===== config.mk =====
export PLATFORM = sky130hd
export DESIGN_NAME = pwr_lockout_seq
export DESIGN_NICKNAME = d
export VERILOG_FILES = /design/src/rtl/pls_pkg.sv /design/src/rtl/pls_fall_det.sv /design/src/rtl/pls_timer.sv /design/src/rtl/pls_en_drive.sv /design/src/rtl/pwr_lockout_seq.sv
export SDC_FILE = /design/constraint.sdc
export NUM_CORES = 1
export LEC_CHECK = 0
export BUFFER_PORTS_ARGS = -buffer_cell sky130_fd_sc_hd__buf_2
export CAP_MARGIN = 5
export CORE_UTILIZATION = 42
export DETAILED_ROUTE_END_ITERATION = 6
export PLACE_DENSITY = 0.71
export SYNTH_ARGS = -nofsm -noshare
export SYNTH_HDL_FRONTEND = slang
export SYNTH_HIERARCHICAL = 1
export SYNTH_SLANG_ARGS = --single-unit

===== constraint.sdc =====
create_clock -name clk_i -period 1.94 [get_ports clk_i]
set_clock_uncertainty 0.05 [all_clocks]
set_input_delay 0.388 -clock clk_i [delete_from_list [all_inputs] [get_ports clk_i]]
set_output_delay 0.388 -clock clk_i [all_outputs]
set_load 0.02 [all_outputs]

===== src/rtl/pls_pkg.sv =====
`timescale 1ns/1ps
package pls_pkg;
  typedef enum logic [1:0] {
    ST_IDLE = 2'd0,
    ST_DEB  = 2'd1,
    ST_BOOT = 2'd2,
    ST_RUN  = 2'd3
  } pls_state_e;
endpackage


===== src/rtl/pls_fall_det.sv =====
`timescale 1ns/1ps
module pls_fall_det #(
  parameter bit PREV_RST = 1'b0
) (
  input  logic clk_i,
  input  logic rst_ni,
  input  logic in_i,
  output logic fall_o
);
  logic prev_q;
  always_ff @(posedge clk_i or negedge rst_ni) begin
    if (!rst_ni) prev_q <= PREV_RST;
    else         prev_q <= in_i;
  end
  assign fall_o = prev_q & ~in_i;
endmodule


===== src/rtl/pls_timer.sv =====
`timescale 1ns/1ps
module pls_timer #(
  parameter int unsigned MATCH = 7
) (
  input  logic clk_i,
  input  logic rst_ni,
  input  logic clr_i,
  input  logic inc_i,
  output logic hit_o
);
  localparam int unsigned W = $clog2(MATCH + 2);
  localparam logic [W-1:0] MATCH_V = W'(MATCH);

  logic [W-1:0] cnt_q;
  always_ff @(posedge clk_i or negedge rst_ni) begin
    if (!rst_ni)                        cnt_q <= '0;
    else if (clr_i)                     cnt_q <= '0;
    else if (inc_i && cnt_q != MATCH_V) cnt_q <= cnt_q + 1'b1;
  end
  assign hit_o = (cnt_q == MATCH_V);
endmodule


===== src/rtl/pls_en_drive.sv =====
`timescale 1ns/1ps
module pls_en_drive #(
  parameter bit ACTIVE_HIGH = 1'b1
) (
  input  logic on_i,
  output logic pin_o
);
  generate
    if (ACTIVE_HIGH) begin : g_hi
      assign pin_o = on_i;
    end else begin : g_lo
      assign pin_o = ~on_i;
    end
  endgenerate
endmodule


===== src/rtl/pwr_lockout_seq.sv =====
`timescale 1ns/1ps
module pwr_lockout_seq
  import pls_pkg::*;
#(
  parameter int unsigned DEB_CYC        = 8,
  parameter int unsigned REC_CYC        = 4,
  parameter int unsigned BLANK_CYC      = 20,
  parameter bit          EN_ACTIVE_HIGH = 1'b1
) (
  input  logic clk_i,
  input  logic rst_ni,
  input  logic btn_ni,
  input  logic supply_ok_i,
  input  logic hold_i,
  output logic pwr_en_o,
  output logic rst_no,
  output logic hold_pd_o,
  output logic standby_o,
  output logic start_done_o
);
  localparam int unsigned DEB_LAST   = DEB_CYC - 1;
  localparam int unsigned BLANK_LAST = BLANK_CYC - 1;

  pls_state_e state_q, state_d;
  logic       done_q, done_d;
  logic       btn_fall, deb_hit, blank_hit, rec_hit;
  logic       in_deb, in_boot, pwr_on;

  assign in_deb  = (state_q == ST_DEB);
  assign in_boot = (state_q == ST_BOOT);

  // previous level resets as "pressed" so a button held through reset is no edge
  pls_fall_det #(.PREV_RST(1'b0)) u_fall (
    .clk_i (clk_i), .rst_ni(rst_ni), .in_i(btn_ni), .fall_o(btn_fall)
  );

  pls_timer #(.MATCH(DEB_LAST)) u_deb (
    .clk_i(clk_i), .rst_ni(rst_ni),
    .clr_i(~in_deb | ~supply_ok_i), .inc_i(in_deb), .hit_o(deb_hit)
  );

  pls_timer #(.MATCH(BLANK_LAST)) u_blank (
    .clk_i(clk_i), .rst_ni(rst_ni),
    .clr_i(~in_boot), .inc_i(in_boot), .hit_o(blank_hit)
  );

  pls_timer #(.MATCH(REC_CYC)) u_rec (
    .clk_i(clk_i), .rst_ni(rst_ni),
    .clr_i(~in_boot), .inc_i(in_boot), .hit_o(rec_hit)
  );

  always_comb begin
    state_d = state_q;
    done_d  = 1'b0;
    unique case (state_q)
      ST_IDLE: if (btn_fall) state_d = ST_DEB;
      ST_DEB: begin
        if (btn_ni)                      state_d = ST_IDLE;
        else if (supply_ok_i && deb_hit) state_d = ST_BOOT;
      end
      ST_BOOT: begin
        // release or window end: one-shot sample of hold
        if (btn_ni || blank_hit) begin
          if (hold_i) begin
            state_d = ST_RUN;
            done_d  = 1'b1;
          end else begin
            state_d = ST_IDLE;
          end
        end
      end
      ST_RUN: if (!hold_i) state_d = ST_IDLE;
      default: state_d = ST_IDLE;
    endcase
  end

  always_ff @(posedge clk_i or negedge rst_ni) begin
    if (!rst_ni) begin
      state_q <= ST_IDLE;
      done_q  <= 1'b0;
    end else begin
      state_q <= state_d;
      done_q  <= done_d;
    end
  end

  assign pwr_on       = in_boot | (state_q == ST_RUN);
  assign rst_no       = ~(in_boot & ~rec_hit);
  assign hold_pd_o    = in_deb | in_boot;
  assign standby_o    = (state_q == ST_IDLE);
  assign start_done_o = done_q;

  pls_en_drive #(.ACTIVE_HIGH(EN_ACTIVE_HIGH)) u_en (
    .on_i(pwr_on), .pin_o(pwr_en_o)
  );
endmodule


Word-level counts from Yosys, hierarchy flattened
Index checks and enable logic that the tools add are counted.
W data, S select, Z words.

cells by class
  $add $sub $neg = 3
  $mul = 0
  div/mod/pow operators = 0
  $lt $le $gt $ge = 0
  eq/ne operators = 15
  shift operators = 0
  muxes and demuxes = 16
  bitwise operators = 10
  reductions and logical operators = 8

operators by type and width
  operator               number
  $mux W2                6
  $mux W5                2
  $mux W4                2
  $ne A2 B1 Y1 const B   4
  $pmux W2 S4            1
  $mux W3                2
  $add A5 B1 Y5 const B  1
  $eq A5 B5 Y1 const B   1
  $ne A5 B5 Y1 const B   1
  $not A1 Y1             5
  $add A4 B1 Y4 const B  1
  $eq A2 B2 Y1 const B   2
  $eq A4 B3 Y1 const B   1
  $logic_and A1 B1 Y1    4
  $ne A4 B3 Y1 const B   1
  $reduce_and A4 Y1      1
  $add A3 B1 Y3 const B  1
  $eq A3 B3 Y1 const B   1
  $mux W1                3
  $ne A3 B2 Y1 const B   1
  $ne A3 B3 Y1 const B   1
  $or A1 B1 Y1           3
  $and A1 B1 Y1          2
  $eq A2 B1 Y1 const B   1
  other kinds (4)        4

storage, ports and cells
  register bits after elaboration = 16
  latch bits = 0
  bits in writable memories = 0
  bits in read-only memories = 0
  bits of input ports = 5
  output and inout bits = 5
  word-level logic and storage cells = 58
  memories kept = 0

Logic depth before layout (Yosys ltp)
  word-level depth = 5
  mapped depth = 5
  gate-level depth less buffers = 5

Hierarchy
The synthesis kept the hierarchy.

modules (own cells, without submodules)
  module               times used  cells an instance  area an instance (um^2)  sequential area each (um^2)
  pwr_lockout_seq      1           27                 287.8                    75.1
  pls_timer (u_blank)  1           24                 262.8                    125.1
  pls_timer (u_deb)    1           20                 211.5                    100.1
  pls_timer (u_rec)    1           18                 197.7                    75.1
  pls_fall_det         1           2                  38.8                     25.0
  pls_en_drive         1           1                  7.5                      0.0

Worst setup path after synthesis
Ideal clock, no wire load.

  path type = register to register
  from = register state_q[0]
  to = register state_q[0]
  library setup time = 79 ps
  arrival = 1456 ps
  required time = 1811 ps
  setup slack = 354 ps
  cell stages (with the launch flop) = 6
  buffers on the path = 0
  clock period less this slack = 1586 ps
  cell sequence = dfrtp_1 > inv_1 > ha_1 > nor3b_2 > a2111oi_4 > mux2i_1

on the way
  word-level cells in the longest chain between the ends = 3
  elaborated cells between the ends (all ways) = 10
  those cells by class = eq/ne: 7; mux: 1; reduce/logical: 2

RTL lines
  element                             RTL line               text
  from (decl)                         pwr_lockout_seq.sv:24  pls_state_e state_q, state_d;
  from (signal assigned)              pwr_lockout_seq.sv:82  state_q <= state_d;
  $eq A2 B2 Y1 *                      n/a
  net in_boot                         pwr_lockout_seq.sv:27  logic in_deb, in_boot, pwr_on;
  $ne A2 B1 Y1 (no source line)       n/a
  $reduce_and A4 Y1 (no source line)  n/a

Mark *: on every way through the listed nets, which the timed path passes. The rest lies on a longest branch.
A chain may end at the register's enable or synchronous reset.

Worst setup path in the final report
  from = register state_q[0]
  to = output port pwr_en_o

on the way
  word-level cells in the longest chain between the ends = 2
  elaborated cells between the ends (all ways) = 3
  those cells by class = eq/ne: 2; bitwise: 1

RTL lines
  element                                 RTL line                                      text
  $eq A2 B2 Y1, on equally long branches  pwr_lockout_seq.sv:30, pwr_lockout_seq.sv:87
  $or A1 B1 Y1 *                          pwr_lockout_seq.sv:87                         assign pwr_on = in_boot | (state_q == ST_RUN);
  to (decl)                               pwr_lockout_seq.sv:15                         output logic pwr_en_o,

Every way passes the cells marked *; elsewhere a longest branch is shown, timed or not.

==> results.toml <==
[floorplan]
die_h_um = 50.9
dieArea_um2 = 2590
initial_core_util_pct = 45.0
std_cell_rows = 17
ioPinCount = 10
core_um2 = 2230
dieWidth_um = 50.9

[sta]
setup_viol = 0
hold_violations = 0
period_minus_slack_ps = 1870
drv_slew = 0
slew_headroom_pct = 75.0
tightest_slew_ps = 375
fmax_mhz = 533
finalCritPeriodShare_pct = 96.6
worst_slack_ps = 65.5

[critical_path]
worst_r2r_startpoint = "state_q[0]$_DFFE_PN0P_"
ff2ff_setup_slack_ps = 150
cp_max_fo = 5
crit_family = "flip-flops"
r2r_end = "state_q[0]$_DFFE_PN0P_"
crit_path_end = "pwr_en_o"
crit_chain = "inv_1 > ha_2 > or2_2 > buf_2"
worstPathRequired_ps = 1500
cp_slowest_stage_delay_ps = 390
end_kind = "output pin"
critPathLaunch = "state_q[0]$_DFFE_PN0P_"
worstSetupStartpointType = "register"
cp.arrival_ps = 1440
crit_cells = 4
path_class = "register to output pin"
path_buf_inv = 2
reg2regPathDepth = 5
slowest_stage = "dfrtp_1"

[clock_network]
clk_path_buf_depth = 2
clock_sinks = 16
numCtsBuffers = 3
insertion_delay_ps = 290
clk_pin_slew_ps = 110
clockRootBuffer = "clkbuf_4"
cts_tree = "yes"
cts_max_level = 1

[cells_and_area]
layout_common_cells = "dfrtp_1, ha_1, buf_2"
num-nets-final = 122
syn2layout_area_growth_pct = 12.8
fin_util_pct = 50.8
final_common_cell = "dfrtp_1"
diodes = 0
drive_gt1_share_pct = 24.5

[yosys]
async_flop_share_pct = 100
avgSynthCellArea_um2 = 10.9
syn_area_um2 = 1010
netlist_instances = 92
seq_area_frac_synth_pct = 39.8
synth_edf_count = 0
ys_types = 30
ys_seq_elements = 16
synth_flop_cell = "dfrtp_1"
yosys_warnings = 6
syn_nets = 107

[placed_design]
place_ws_ps = 176
port_buffers = 9
place_hpwl_mm = 1.30
gp_congestion = 0.728

[route]
post_drt_wl_per_cell_um = 13.2
drt_iter0_drc = 5
totalWireLength_mm = 1.76
via_count = 682
antenna_left = 0
avgViaCountPerCell = 5.09
drc = 0
first_pass_iters = 4

[hold_path]
hp-class = "input port to register"

[global_route]
grt_remaining_overflow = 0
grt_first_pass_wirelength_mm = 2.86
grt_max_degree = 17
grt_pass1_vias = 666
track_usage_pct = 15.3
antenna_found_initial = 0

[power_and_ir_drop]
vdd_drop_max_v = 0.000407
p_leak_nw = 0.540
powerDensity_nw_per_um2 = 926

[job]
maxCapViolCount = 0

[status]
status = "completed"
## flip-flops by register name, indices dropped and copies added (netlist names)
name,count
state_q,2
u_deb/cnt_q,4
u_rec/cnt_q,3
u_blank/cnt_q,5
u_fall/prev_q,1
start_done_o,1
## synth_stat cells (2+ instances only)
cell | count | share of area (%)
dfrtp_1 | 16 | 40
ha_1 | 10 | 12
nand2b_1 | 7 | 4.4
nor2_1 | 6 | 2.2
nor2b_1 | 6 | 3.7
inv_1 | 5 | 1.9
mux2i_1 | 5 | 5.0
nand2_1 | 5 | 1.9
a21oi_1 | 4 | 2.0
and2_1 | 3 | 1.9
nand4_1 | 3 | 1.9
mux2_2 | 2 | 2.2
or3_1 | 2 | 1.2
xor2_1 | 2 | 1.7
## worst min-delay path by stage
stage            from                         end  slack (ps)  cells past startpoint
2_1_floorplan  rst_ni      start_done_o$_DFF_PN0_          40                      0
3_3_place_gp   rst_ni  u_deb/cnt_q[3]$_DFFE_PN0P_         270                      1
3_5_place_dp   rst_ni  u_deb/cnt_q[2]$_DFFE_PN0P_         280                      1
4_1_cts        btn_ni     u_fall/prev_q$_DFF_PN0_         230                      1
5_1_grt        btn_ni     u_fall/prev_q$_DFF_PN0_         230                      1
6_report       btn_ni     u_fall/prev_q$_DFF_PN0_         230                      1
## repair_timing
action	4_1_cts	5_1_grt
hold buffers	1	0
gates resized for setup	0	1
buffers inserted	0	1
endpoints found under the hold margin	16	0
endpoints found under the setup margin	0	1
## stage by stage
stage	TNS [ps]	cell area (µm²)	hold WS (ps)	std cells	power (W)
2_1_floorplan	0	1010	42.4	92	0.000728
3_3_place_gp	0	1080	274	128	0.000796
3_5_place_dp	0	1080	278	128	0.000812
4_1_cts	0	1120	232	133	0.00104
5_1_grt	-8.48	1130	227	134	0.00111
6_report	0	1130	234	134	0.00105
## logic make-up (layout without fill, tap and decap cells)
family	after synthesis	after routing	share of synthesized area [%]
buffers and inverters	6	20	2.61
adders and majority gates	10	10	12.4
AOI/OAI and AO/OA	8	8	7.59
and+or+nand+nor	42	42	27.1
xor gates and xnor gates	2	2	1.74
muxes	8	8	8.71
DFF	16	16	39.8
## worst reg2reg max path, stage by stage, from the launching register on
cell	delay, ps
dfrtp_1	390
inv_1	110
ha_1	320
nor3b_2	210
a2111oi_4	390
mux2i_1	240
## power breakdown
group | switching, W | internal (W)
Combinational | 0.000239 | 0.000193
Sequential | 0.0000269 | 0.000363
Clock | 0.000114 | 0.000114
Total | 0.000380 | 0.000670
## routing by layer
| layer | up-vias | GRT usage [%] | share of wire, % |
|---|---|---|---|
| li1 | 341 | - | - |
| met1 | 332 | 17.0 | 46 |
| met2 | 7 | 27.0 | 50 |
| met3 | 2 | 5.65 | 2.8 |
| met4 | 0 | 4.17 | 0.91 |
| met5 | - | 0 | 0 |
## final cells by class
| cell class | instances | area, µm² |
|---|---|---|
| fillers | 209 | 1100 |
| flip-flops and latches | 16 | 400 |
| clock buffers | 4 | 36.3 |
| repair buffers | 11 | 62.6 |
| inverters | 5 | 18.8 |
| well taps | 28 | 35.0 |
| multi-input cells | 70 | 582 |
No activity file was read; power rests on OpenSTA's default activity.
